===== src/rtl/hitgate_pkg.sv =====
package hitgate_pkg;
    typedef enum logic {CH_IDLE, CH_ACTIVE} chan_state_e;
    typedef enum logic {LAMP_DARK, LAMP_LIT} lamp_state_e;
    localparam logic [1:0] ADR_MASK = 2'd0;
    localparam logic [1:0] ADR_WLO  = 2'd1;
    localparam logic [1:0] ADR_WHI  = 2'd2;
    localparam logic [1:0] ADR_TEST = 2'd3;
endpackage


===== src/rtl/hitgate_cfg.sv =====
module hitgate_cfg
    import hitgate_pkg::*;
#(
    parameter int NCH = 16,
    parameter int WW  = 8
) (
    input  logic           clk,
    input  logic           rst_n,
    input  logic           wr_en,
    input  logic [1:0]     wr_addr,
    input  logic [NCH-1:0] wr_data,
    output logic [NCH-1:0] mask,
    output logic [WW-1:0]  width_lo,
    output logic [WW-1:0]  width_hi,
    output logic           test_strobe
);
    always_ff @(posedge clk or negedge rst_n) begin
        if (!rst_n) begin
            mask        <= '0;
            width_lo    <= '0;
            width_hi    <= '0;
            test_strobe <= 1'b0;
        end else begin
            test_strobe <= wr_en && (wr_addr == ADR_TEST);
            if (wr_en) begin
                unique case (wr_addr)
                    ADR_MASK: mask     <= wr_data;
                    ADR_WLO:  width_lo <= wr_data[WW-1:0];
                    ADR_WHI:  width_hi <= wr_data[WW-1:0];
                    ADR_TEST: ;
                endcase
            end
        end
    end

    p_test_strobe_r7: assert property (@(posedge clk) disable iff (!rst_n)
        (wr_en && wr_addr == ADR_TEST) |=> test_strobe);
endmodule


===== src/rtl/hitgate_chan.sv =====
module hitgate_chan
    import hitgate_pkg::*;
#(
    parameter int WW = 8
) (
    input  logic          clk,
    input  logic          rst_n,
    input  logic          en,
    input  logic          hit,
    input  logic          veto,
    input  logic          test,
    input  logic [WW-1:0] width,
    output logic          pulse_out
);
    localparam int CW = WW + 1;

    chan_state_e   st, st_n;
    logic [CW-1:0] cnt, cnt_n;
    logic          trig;
    logic [CW-1:0] load;

    assign trig = en & ((hit & ~veto) | test);
    assign load = {width, 1'b1};

    always_comb begin
        st_n  = st;
        cnt_n = cnt;
        if (!en) begin
            st_n  = CH_IDLE;
            cnt_n = '0;
        end else begin
            unique case (st)
                CH_IDLE: if (trig) begin
                    st_n  = CH_ACTIVE;
                    cnt_n = load;
                end
                CH_ACTIVE: begin
                    if (trig)           cnt_n = load;
                    else if (cnt == '0) st_n  = CH_IDLE;
                    else                cnt_n = cnt - CW'(1);
                end
            endcase
        end
    end

    always_ff @(posedge clk or negedge rst_n) begin
        if (!rst_n) begin
            st  <= CH_IDLE;
            cnt <= '0;
        end else begin
            st  <= st_n;
            cnt <= cnt_n;
        end
    end

    always_comb pulse_out = (st == CH_ACTIVE) && en;

    p_fire_r2: assert property (@(posedge clk) disable iff (!rst_n)
        trig |=> (st == CH_ACTIVE));
    p_count_r2: assert property (@(posedge clk) disable iff (!rst_n)
        (st == CH_ACTIVE && en && !trig && cnt != '0) |=> (cnt == $past(cnt) - CW'(1)));
    p_off_idle_r4: assert property (@(posedge clk) disable iff (!rst_n)
        !en |=> (st == CH_IDLE));
    p_veto_blocks_r5: assert property (@(posedge clk) disable iff (!rst_n)
        (veto && !test && st == CH_IDLE) |=> (st == CH_IDLE));
endmodule


===== src/rtl/hitgate_lamp.sv =====
module hitgate_lamp
    import hitgate_pkg::*;
#(
    parameter int LAMP_BITS = 16
) (
    input  logic clk,
    input  logic rst_n,
    input  logic or_in,
    output logic lamp_on
);
    lamp_state_e          st, st_n;
    logic [LAMP_BITS-1:0] cnt, cnt_n;

    always_comb begin
        st_n  = st;
        cnt_n = cnt;
        unique case (st)
            LAMP_DARK: if (or_in) begin
                st_n  = LAMP_LIT;
                cnt_n = '1;
            end
            LAMP_LIT: begin
                if (or_in)          cnt_n = '1;
                else if (cnt == '0) st_n  = LAMP_DARK;
                else                cnt_n = cnt - LAMP_BITS'(1);
            end
        endcase
    end

    always_ff @(posedge clk or negedge rst_n) begin
        if (!rst_n) begin
            st  <= LAMP_DARK;
            cnt <= '0;
        end else begin
            st  <= st_n;
            cnt <= cnt_n;
        end
    end

    always_comb lamp_on = (st == LAMP_LIT);

    p_lamp_follow_r10: assert property (@(posedge clk) disable iff (!rst_n)
        or_in |=> lamp_on);
    p_lamp_hold_r10: assert property (@(posedge clk) disable iff (!rst_n)
        (lamp_on && cnt != '0) |=> lamp_on);
endmodule


===== src/rtl/hitgate_shaper.sv =====
module hitgate_shaper
    import hitgate_pkg::*;
#(
    parameter int NCH       = 16,
    parameter int WW        = 8,
    parameter int LAMP_BITS = 16
) (
    input  logic           clk,
    input  logic           rst_n,
    input  logic [NCH-1:0] hit_in,
    input  logic           veto_in,
    input  logic           test_in,
    input  logic           wr_en,
    input  logic [1:0]     wr_addr,
    input  logic [NCH-1:0] wr_data,
    output logic [NCH-1:0] ch_out,
    output logic           or_out,
    output logic           lamp_out
);
    localparam int GRP = NCH / 2;

    logic [NCH-1:0] mask;
    logic [WW-1:0]  width_lo, width_hi;
    logic           test_strobe;
    logic           test_any;

    assign test_any = test_in | test_strobe;

    hitgate_cfg #(.NCH(NCH), .WW(WW)) u_cfg (
        .clk(clk), .rst_n(rst_n), .wr_en(wr_en), .wr_addr(wr_addr),
        .wr_data(wr_data), .mask(mask), .width_lo(width_lo),
        .width_hi(width_hi), .test_strobe(test_strobe)
    );

    for (genvar i = 0; i < NCH; i++) begin : g_ch
        logic [WW-1:0] w_sel;
        if (i < GRP) begin : g_lo
            assign w_sel = width_lo;
        end else begin : g_hi
            assign w_sel = width_hi;
        end
        hitgate_chan #(.WW(WW)) u_chan (
            .clk(clk), .rst_n(rst_n), .en(mask[i]), .hit(hit_in[i]),
            .veto(veto_in), .test(test_any), .width(w_sel),
            .pulse_out(ch_out[i])
        );
    end

    assign or_out = |ch_out;

    hitgate_lamp #(.LAMP_BITS(LAMP_BITS)) u_lamp (
        .clk(clk), .rst_n(rst_n), .or_in(or_out), .lamp_on(lamp_out)
    );

    p_masked_quiet_r4: assert property (@(posedge clk) disable iff (!rst_n)
        ((ch_out & ~mask) == '0));
    p_test_all_r6: assert property (@(posedge clk) disable iff (!rst_n)
        test_in |=> ((ch_out & mask) == mask));
endmodule


===== config.mk =====
export PLATFORM = sky130hd
export DESIGN_NAME = hitgate_shaper
export DESIGN_NICKNAME = d
export VERILOG_FILES = /design/src/rtl/hitgate_pkg.sv /design/src/rtl/hitgate_cfg.sv /design/src/rtl/hitgate_chan.sv /design/src/rtl/hitgate_lamp.sv /design/src/rtl/hitgate_shaper.sv
export SDC_FILE = /design/constraint.sdc
export NUM_CORES = 1
export LEC_CHECK = 0
export ABC_AREA = 0
export BUFFER_PORTS_ARGS = -buffer_cell sky130_fd_sc_hd__buf_2
export CAP_MARGIN = 20
export CORE_UTILIZATION = 50
export CTS_CLUSTER_DIAMETER = 120
export DETAILED_ROUTE_END_ITERATION = 7
export GPL_TIMING_DRIVEN = 0
export PLACE_DENSITY = 0.64
export SYNTH_ARGS = -nofsm -noshare
export SYNTH_HDL_FRONTEND = slang
export SYNTH_SLANG_ARGS = --single-unit

===== constraint.sdc =====
create_clock -name clk -period 5.89 [get_ports clk]
set_input_delay 0.2945 -clock clk [delete_from_list [all_inputs] [get_ports clk]]
set_output_delay 0.2945 -clock clk [all_outputs]
set_load 0.05 [all_outputs]

After elaboration in Yosys (flattened, before gate mapping) --
Cells that the tools add are included.
Storage, ports and cells: register bits after elaboration 210, input bits 39, output and inout bits 18, word-level logic and storage cells 383
Cells by class: add/subtract/negate cells 17, equality and inequality tests 37, multiplexer cells 168, bitwise operators 67, reduce and logical (&&, ||, !) cells 56
Operator list (count):
- $mux 9 | 64
- $pmux 9 s2 | 16
- $logic_not 9->1 | 16
- $sub 9x1->9 const B | 16
- $mux 1 | 67
- $ne 4x4->1 const B | 16
- $mux 16 | 3
- $ne 3x2->1 const B | 16
- $reduce_and 2->1 | 20
- $pmux 1 s2 | 17
- $and 1x1->1 | 32
- $pmux 16 s2 | 1
- $not 1->1 | 18
- $logic_and 1x1->1 | 17
- $or 1x1->1 | 17
- $logic_not 16->1 | 1
- $reduce_or 16->1 | 1
- $sub 16x1->16 const B | 1
- $eq 2x2->1 const B | 2
- $ne 3x3->1 const B | 1
- $eq 2x1->1 const B | 1
- $logic_not 2->1 | 1
- $ne 2x2->1 const B | 1

Longest topological paths before layout --
Gate-level depths: netlist of the first run.
word-level depth 7, mapped depth 8, mapped depth without buffers 7

Hierarchy --
Synthesis of the first run repeated with hierarchy kept, for this count alone.
Second synthesis, totals: cell total of the unflattened synthesis 1364, area, all modules 12968.7 um^2
Modules (own cells, without submodules):
- hitgate_chan | instances 16, cells an instance 74, area an instance 668.1 um^2, sequential area each 250.2 um^2
- hitgate_cfg | instances 1, cells an instance 70, area an instance 1237.4 um^2, sequential area each 825.8 um^2
- hitgate_lamp | instances 1, cells an instance 104, area an instance 1003.5 um^2, sequential area each 425.4 um^2
- hitgate_shaper | instances 1, cells an instance 6, area an instance 37.5 um^2, sequential area each 0.0 um^2

Worst setup path after synthesis of the first run --
No wires, ideal clock.
kind register to register, start reg g_ch[7].u_chan.st, end reg u_lamp.cnt[5], library setup time 124 ps, arrival 2000 ps, data required time 5766 ps, path slack 3766 ps, stages on the path, launching flop included 6, buffers on the path 0, clock period less this slack 2124 ps, path through dfrtp_1 > and2_1 > or4_4 > nor4_4 > inv_2 > a211o_1
Between the ends: cells in the longest elaborated chain, start to end 4, elaborated cells between the ends (all ways) 7, those cells by class 2 x eq/ne; 2 x mux; 3 x reduce/logical
RTL lines:
- from (decl) | RTL line hitgate_chan.sv:17 | chan_state_e st, st_n;
- from (signal assigned) | RTL line hitgate_chan.sv:51 | st <= st_n;
- $logic_and 1x1->1 * | RTL line hitgate_chan.sv:56 | always_comb pulse_out = (st == CH_ACTIVE) && en;
- net g_ch[7].u_chan.pulse_out | RTL line hitgate_chan.sv:13 | output logic pulse_out
- $reduce_or 16->1 * | RTL line hitgate_shaper.sv:49 | assign or_out = |ch_out;
- net or_out | RTL line hitgate_shaper.sv:17 | output logic or_out,
- $mux 16, or another cell as far along | RTL line hitgate_lamp.sv:23 | if (or_in) cnt_n = '1;
- $pmux 16 s2 / $reduce_and 2->1 (equally long branches)
- to (signal assigned) | RTL line hitgate_lamp.sv:36 | cnt <= cnt_n;
- to (decl) | RTL line hitgate_lamp.sv:12 | logic [LAMP_BITS-1:0] cnt, cnt_n;
Mark *: on every way through the listed nets, which the timed path passes. The rest lies on a longest branch. A chain may end at the register's enable or synchronous reset.

Final worst setup path of the first run --
start reg u_cfg.test_strobe, end reg g_ch[10].u_chan.cnt[8]
Between the ends: cells in the longest elaborated chain, start to end 6, elaborated cells between the ends (all ways) 9, those cells by class 2 x eq/ne; 3 x mux; 3 x bitwise; 1 x reduce/logical
RTL lines:
- from (decl) | RTL line hitgate_cfg.sv:15 | output logic test_strobe
- from (signal assigned) | RTL line hitgate_cfg.sv:24 | test_strobe <= wr_en && (wr_addr == ADR_TEST);
- $or 1x1->1 * | RTL line hitgate_shaper.sv:27 | assign test_any = test_in | test_strobe;
- $or 1x1->1 * | RTL line hitgate_chan.sv:22 | assign trig = en & ((hit & ~veto) | test);
- $and 1x1->1 * | RTL line hitgate_chan.sv:22
- $mux 9 | RTL line hitgate_chan.sv:38 | if (trig) cnt_n = load;
- $pmux 9 s2 | RTL line hitgate_chan.sv:32 | unique case (st)
- $mux 9 | RTL line hitgate_chan.sv:28 | if (!en) begin
- to (signal assigned) | RTL line hitgate_chan.sv:52 | cnt <= cnt_n;
- to (decl) | RTL line hitgate_chan.sv:18 | logic [CW-1:0] cnt, cnt_n;
Every way passes the cells marked *; elsewhere a longest branch is shown, timed or not.

==> results.cfg, run 1 <==
[run_status]
outcome = finished clean

[cts]
path_clk_slew_ns = 0.06
cts_tree = done
cts_resized = 0
post_cts_buffers = 0
cts_root_buf = clkbuf_16
cts_buffers = 26
htreeDepth = 1
clk_latency_ns = 0.54
holdBufCountCts = 6
clock-sinks = 210
cts_max_path_buffers = 3

[critical_path]
cp.arrival_ns = 3.63
reg2reg_setup_slack_ns = 2.69
crit_path_end_kind = flop
crit_start = u_cfg.test_strobe$_DFF_PN0_
reg2reg_to = g_ch[10].u_chan.cnt[8]$_DFFE_PN0P_
critPathRequiredTime_ns = 6.33
worst_r2r_path_depth = 7
r2r_start = u_cfg.test_strobe$_DFF_PN0_
crit_path_start_kind = flop
crit_fanout = 10
crit_type = flop to flop
crit_end = g_ch[10].u_chan.cnt[8]$_DFFE_PN0P_

[global_routing]
groute.usage.overall = 0.273
first_global_vias = 10300
grt_pass1_wl_um = 55400
gr-total-overflow = 0
grt_max_degree = 92
antenna_found_initial = 1

[timing]
fmax_mhz = 313
maxSlewHeadroom = 0.269
hold_violations = 0
fin_crit_ns = 3.20
slew_violations = 0
tightest_slew_ns = 1.10
fin_crit_sh = 0.543
setup_tns_ns = 0
fin_worst_skew_ns = 0.0129
rsz0062_at_grt = no
setup_violations = 0

[pwr]
p_int_mw = 3.62
p_leak_nw = 6.23
power_frac_comb = 0.332
power.density_nw_per_um2 = 405
pwr-share-clk = 0.302
seq_power_share = 0.366
switching_share = 0.370
p_total_mw = 5.74
vdd_drop_max_mv = 0.271
power_switching_mw = 2.13

[logic_synthesis]
avgSynthCellArea_um2 = 9.02
synth_seq_area_share = 0.423
syn-num-nets = 1432
syn_area_um2 = 12400
synthFlopType = dfrtp_1
yosysUniqueCellTypes = 54
ys_warn_count = 0
synth.area.top_cells = dfrtp_1 (42%), o21ai_0 (8.9%), mux2i_1 (4.9%)
synth-edff-count = 0
synthCells = 1376
ys_ff_latch = 210
async_flop_share = 1.00
synth.top_cell.area_share = 0.423
synth_top_cell_by_area = dfrtp_1

[finish]
final_common_cell = o21ai_0
area_growth_syn_to_layout_pct = 14.1
post-route-util = 0.583
drive_above_1_share = 0.128
final_cell_mix = o21ai_0 (222), dfrtp_1 (210), nor2_1 (124), nand2_1 (90), inv_1 (69)
design_area_um2 = 14200
nNetsFinal = 1524

[drt]
wl_um = 34200
first_pass_iters = 5
drc = 0
wl_met1_um = 16000
wl_met3_um = 2320
detail_route.wl_per_cell_um = 18.9
met2_length_um = 15100
top_layer = met4
antenna_left = 0
vias = 10900
drtIter0Drc = 1110
vias_per_cell = 6.01

[floorplanning]
initial_core_util = 0.511
rows = 57
io_pins = 57
die_h_um = 160
die_area_um2 = 25500
die_width_um = 160
coreArea_um2 = 24300

[placement]
hpwlAfterDp_um = 23100
numPortBuffers = 55
gp_congestion = 0.890
place_area_um2 = 13200

[run]
cap_violations = 0

[worst_hold_path]
min_path_type = primary input to flop
[final cells by class]
type                       instances  area [um2]
sequential                       210        5260
timing repair buffer              64         412
fill                            2146       10100
clock inverter                    12         185
tap                              324         405
inverter                          70         263
buffer                            45         235
multi-input combinational       1051        6670
antenna                            1        2.50
clock buffer                      36         749
[power by group through the flow]
stage                     clock network (mW)  logic (mW)  registers, mW
after floorplan                            0        1.46           2.01
after global placement                     0        1.85           2.11
after detailed placement                   0        1.89           2.11
after CTS                               1.76        1.90           2.09
after global routing                    1.82        2.13           2.15
final                                   1.74        1.91           2.10
[sequential cells by signal, summed over array words and instances, names as in the netlist]
name / cells
g_ch.u_chan.cnt: 144
g_ch.u_chan.st: 16
u_cfg.mask: 16
u_cfg.test_strobe: 1
u_cfg.width_hi: 8
u_cfg.width_lo: 8
u_lamp.cnt: 16
u_lamp.lamp_on: 1
[layer usage]
metal / up-vias / global-route usage
li1: 5186 / -
met1: 5297 / 0.404
met2: 365 / 0.417
met3: 47 / 0.0378
met4: 0 / 0.0782
met5: - / 0
[cells by family after synthesis]
group	Yosys count	share of synthesized area
DFF	210	0.423
AOI/OAI and AO/OA	410	0.207
and+or+nand+nor	504	0.215
xor gates and xnor gates	24	0.0169
muxes	96	0.0809
adders and majority gates	17	0.0171
buffers and inverters	115	0.0401
[how the worst min path moves through the flow]
stage / from / endpoint / slack (ns) / depth (start not counted)
after floorplan: rst_n / g_ch[0].u_chan.cnt[0]$_DFFE_PN0P_ / -0.001 / 0
after global placement: g_ch[1].u_chan.cnt[7]$_DFFE_PN0P_ / g_ch[1].u_chan.cnt[7]$_DFFE_PN0P_ / 0.48 / 2
after detailed placement: rst_n / u_lamp.cnt[4]$_DFFE_PN0P_ / 0.21 / 1
after CTS: wr_data[11] / u_cfg.mask[11]$_DFFE_PN0P_ / 0.002 / 2
after global routing: wr_data[14] / u_cfg.mask[14]$_DFFE_PN0P_ / 0.01 / 2
final: wr_data[11] / u_cfg.mask[11]$_DFFE_PN0P_ / 0.03 / 2
[worst max-delay path, stage by stage (launching register included)]
cell	delay, ns
dfrtp_1	0.33
or2_2	0.16
buf_2	0.31
clkbuf_1	0.54
clkbuf_1	0.61
clkbuf_1	0.68
o21ai_0	0.24
a21boi_0	0.22
[synthesized netlist by cell type (4+ instances only)]
library cell and n:
a21boi_0 59, a21oi_1 53, and2_1 16, and3_1 18, buf_1 12, buf_4 17, clkbuf_1 14, dfrtp_1 210
ha_1 17, inv_1 69, mux2_2 35, mux2i_1 61, nand2_1 90, nand2b_1 25, nand3_1 34, nand3b_1 5
nand4_1 4, nor2_1 124, nor2b_1 29, nor3_1 53, nor3b_1 14, nor4_1 26, nor4b_1 12, o211ai_1 17
o21ai_0 222, o21ai_1 5, o311a_1 10, o311ai_0 10, o31a_1 10, o31ai_2 7, o31ai_4 7, or2_2 4
or3_1 16, or4_1 12, or4b_1 5, or4b_2 9, xnor2_1 22
[stage by stage]
stage / std cells / worst slack [ns] / hold slack, ns
CTS: 1812 / 2.65 / 0.00161
finish: 1813 / 2.69 / 0.0278
global placement: 1755 / 0.831 / 0.484
global route: 1812 / 2.46 / 0.0114
detailed placement: 1758 / 2.61 / 0.211
floorplan: 1376 / 3.77 / -0.00109
Note: power is estimated with default switching activity, not from simulation.
==> run 2: changes to the inputs <==
- PLACE_DENSITY: 0.64 -> 0.67
- clock period: 5.89 -> 2.7 ns (I/O delays scaled with it)
==> results.cfg, run 2 (synthesized netlist as in run 1, its figures left out) <==
[placement]
place_area_um2 = 13200
place_ws_ns = -0.387
numPortBuffers = 55
hpwlAfterDp_um = 23200
post-place-cells = 1758
gp_congestion = 0.900

[floorplanning]
rows = 57
die_h_um = 160
initial_core_util = 0.511
die_width_um = 160
die_area_um2 = 25500
io_pins = 57
coreArea_um2 = 24300

[global_routing]
gr-total-overflow = 0
first_global_vias = 10200
groute.usage.overall = 0.268
antenna_found_initial = 0
grt_max_degree = 83
grt_pass1_wl_um = 54700

[finish]
area_growth_syn_to_layout_pct = 14.8
drive_above_1_share = 0.134
num-fill-cells = 2179
design_area_um2 = 14300
final_cell_mix = o21ai_0 (222), dfrtp_1 (204), nor2_1 (124), nand2_1 (90), inv_1 (69)
seqCellArea_um2 = 5260
nNetsFinal = 1537
finalNonFillerCells = 1821
regMostFlops = g_ch.u_chan.cnt
largest_reg_flops = 144
post-route-util = 0.586
diodes = 0
final_common_cell = o21ai_0
multi_input_area_um2 = 6670

[critical_path]
crit_fanout = 9
cp.arrival_ns = 2.49
crit_type = flop to primary output
crit_path_end_kind = primary output
crit_path_start_kind = flop
critPathRequiredTime_ns = 2.57
worst_r2r_path_depth = 7

[run]
cap_violations = 0

[pwr]
p_leak_nw = 6.26
p_total_mw = 12.3
power.density_nw_per_um2 = 864
vdd_drop_max_mv = 0.505

[timing]
fin_hold_ws_ns = 0.0764
slew_violations = 0
fin_crit_ns = 2.63
setup_violations = 0
rsz0062_at_grt = no
fmax_mhz = 381
fin_worst_skew_ns = 0.0101
setup_ws_ns = 0.0742
maxSlewHeadroom = 0.245
setup_tns_ns = 0
fin_crit_sh = 0.973
tightest_slew_ns = 1.13
hold_violations = 0

[worst_hold_path]
min_path_type = primary input to flop
holdPathStages = 3

[cts]
cts_tree = done
cts_max_path_buffers = 3
clk_latency_ns = 0.53
cts_buffers = 25
cts_root_buf = clkbuf_16
clock-sinks = 210
htreeDepth = 1
path_clk_slew_ns = 0.06

[drt]
drtIter0Drc = 843
detail_route.wl_per_cell_um = 18.6
drc = 0
first_pass_iters = 5
wl_um = 33900
vias_per_cell = 6.00
vias = 10900
antenna_left = 0

[run_status]
outcome = finished clean
## run 2: layer usage
layer,GRT usage,wire [um],vias up
li1,-,-,5200
met1,0.380,15500,5304
met2,0.424,15500,352
met3,0.0451,2150,62
met4,0.0704,803,2
met5,0.0170,31,-
## run 2: area by class of cell
cell class / instances / share of cell area
clock inverters: 8 / 0.00983
plain buffers: 44 / 0.0165
multi-input cells: 1051 / 0.468
well taps: 324 / 0.0284
inverters: 70 / 0.0184
flip-flops and latches: 210 / 0.369
repair buffers: 79 / 0.0394
clock buffers: 35 / 0.0500
## run 2: worst paths after layout
path	start	endpoint	slack, ns
max	u_cfg.mask[14]$_DFFE_PN0P_	or_out	0.07
min	hit_in[8]	g_ch[8].u_chan.cnt[0]$_DFFE_PN0P_	0.08
max reg2reg	u_cfg.test_strobe$_DFF_PN0_	g_ch[1].u_chan.cnt[4]$_DFFE_PN0P_	0.22
min reg2reg	g_ch[15].u_chan.cnt[7]$_DFFE_PN0P_	g_ch[15].u_chan.cnt[7]$_DFFE_PN0P_	0.50
max in group asynchronous	rst_n	u_cfg.mask[3]$_DFFE_PN0P_	1.40
min in group asynchronous	rst_n	u_lamp.cnt[4]$_DFFE_PN0P_	0.12
## run 2: what timing repair did
| item | CTS | global route |
|---|---|---|
| gates cloned | 0 | 0 |
| resized for setup | 4 | 14 |
| pin swaps | 1 | 1 |
| hold buffers | 20 | 0 |
| setup buffers | 1 | 0 |
| endpoints found under the setup margin | 11 | 19 |
| endpoints found under the hold margin | 104 | 0 |
## run 2: power breakdown
group | total (mW) | switching (mW) | internal [mW] | leakage (nW)
Sequential | 4.59 | 0.766 | 3.82 | 2.63
Clock | 3.53 | 1.33 | 2.20 | 0.422
Combinational | 4.20 | 2.50 | 1.69 | 3.20
Total | 12.3 | 4.60 | 7.72 | 6.26
## run 2: worst max-delay path, stage by stage, from the launching register on
cell     delay [ns]
dfrtp_1        0.46
and2_1         0.24
or4_4          0.58
nor4_4         0.40
inv_2          0.08
buf_4          0.20
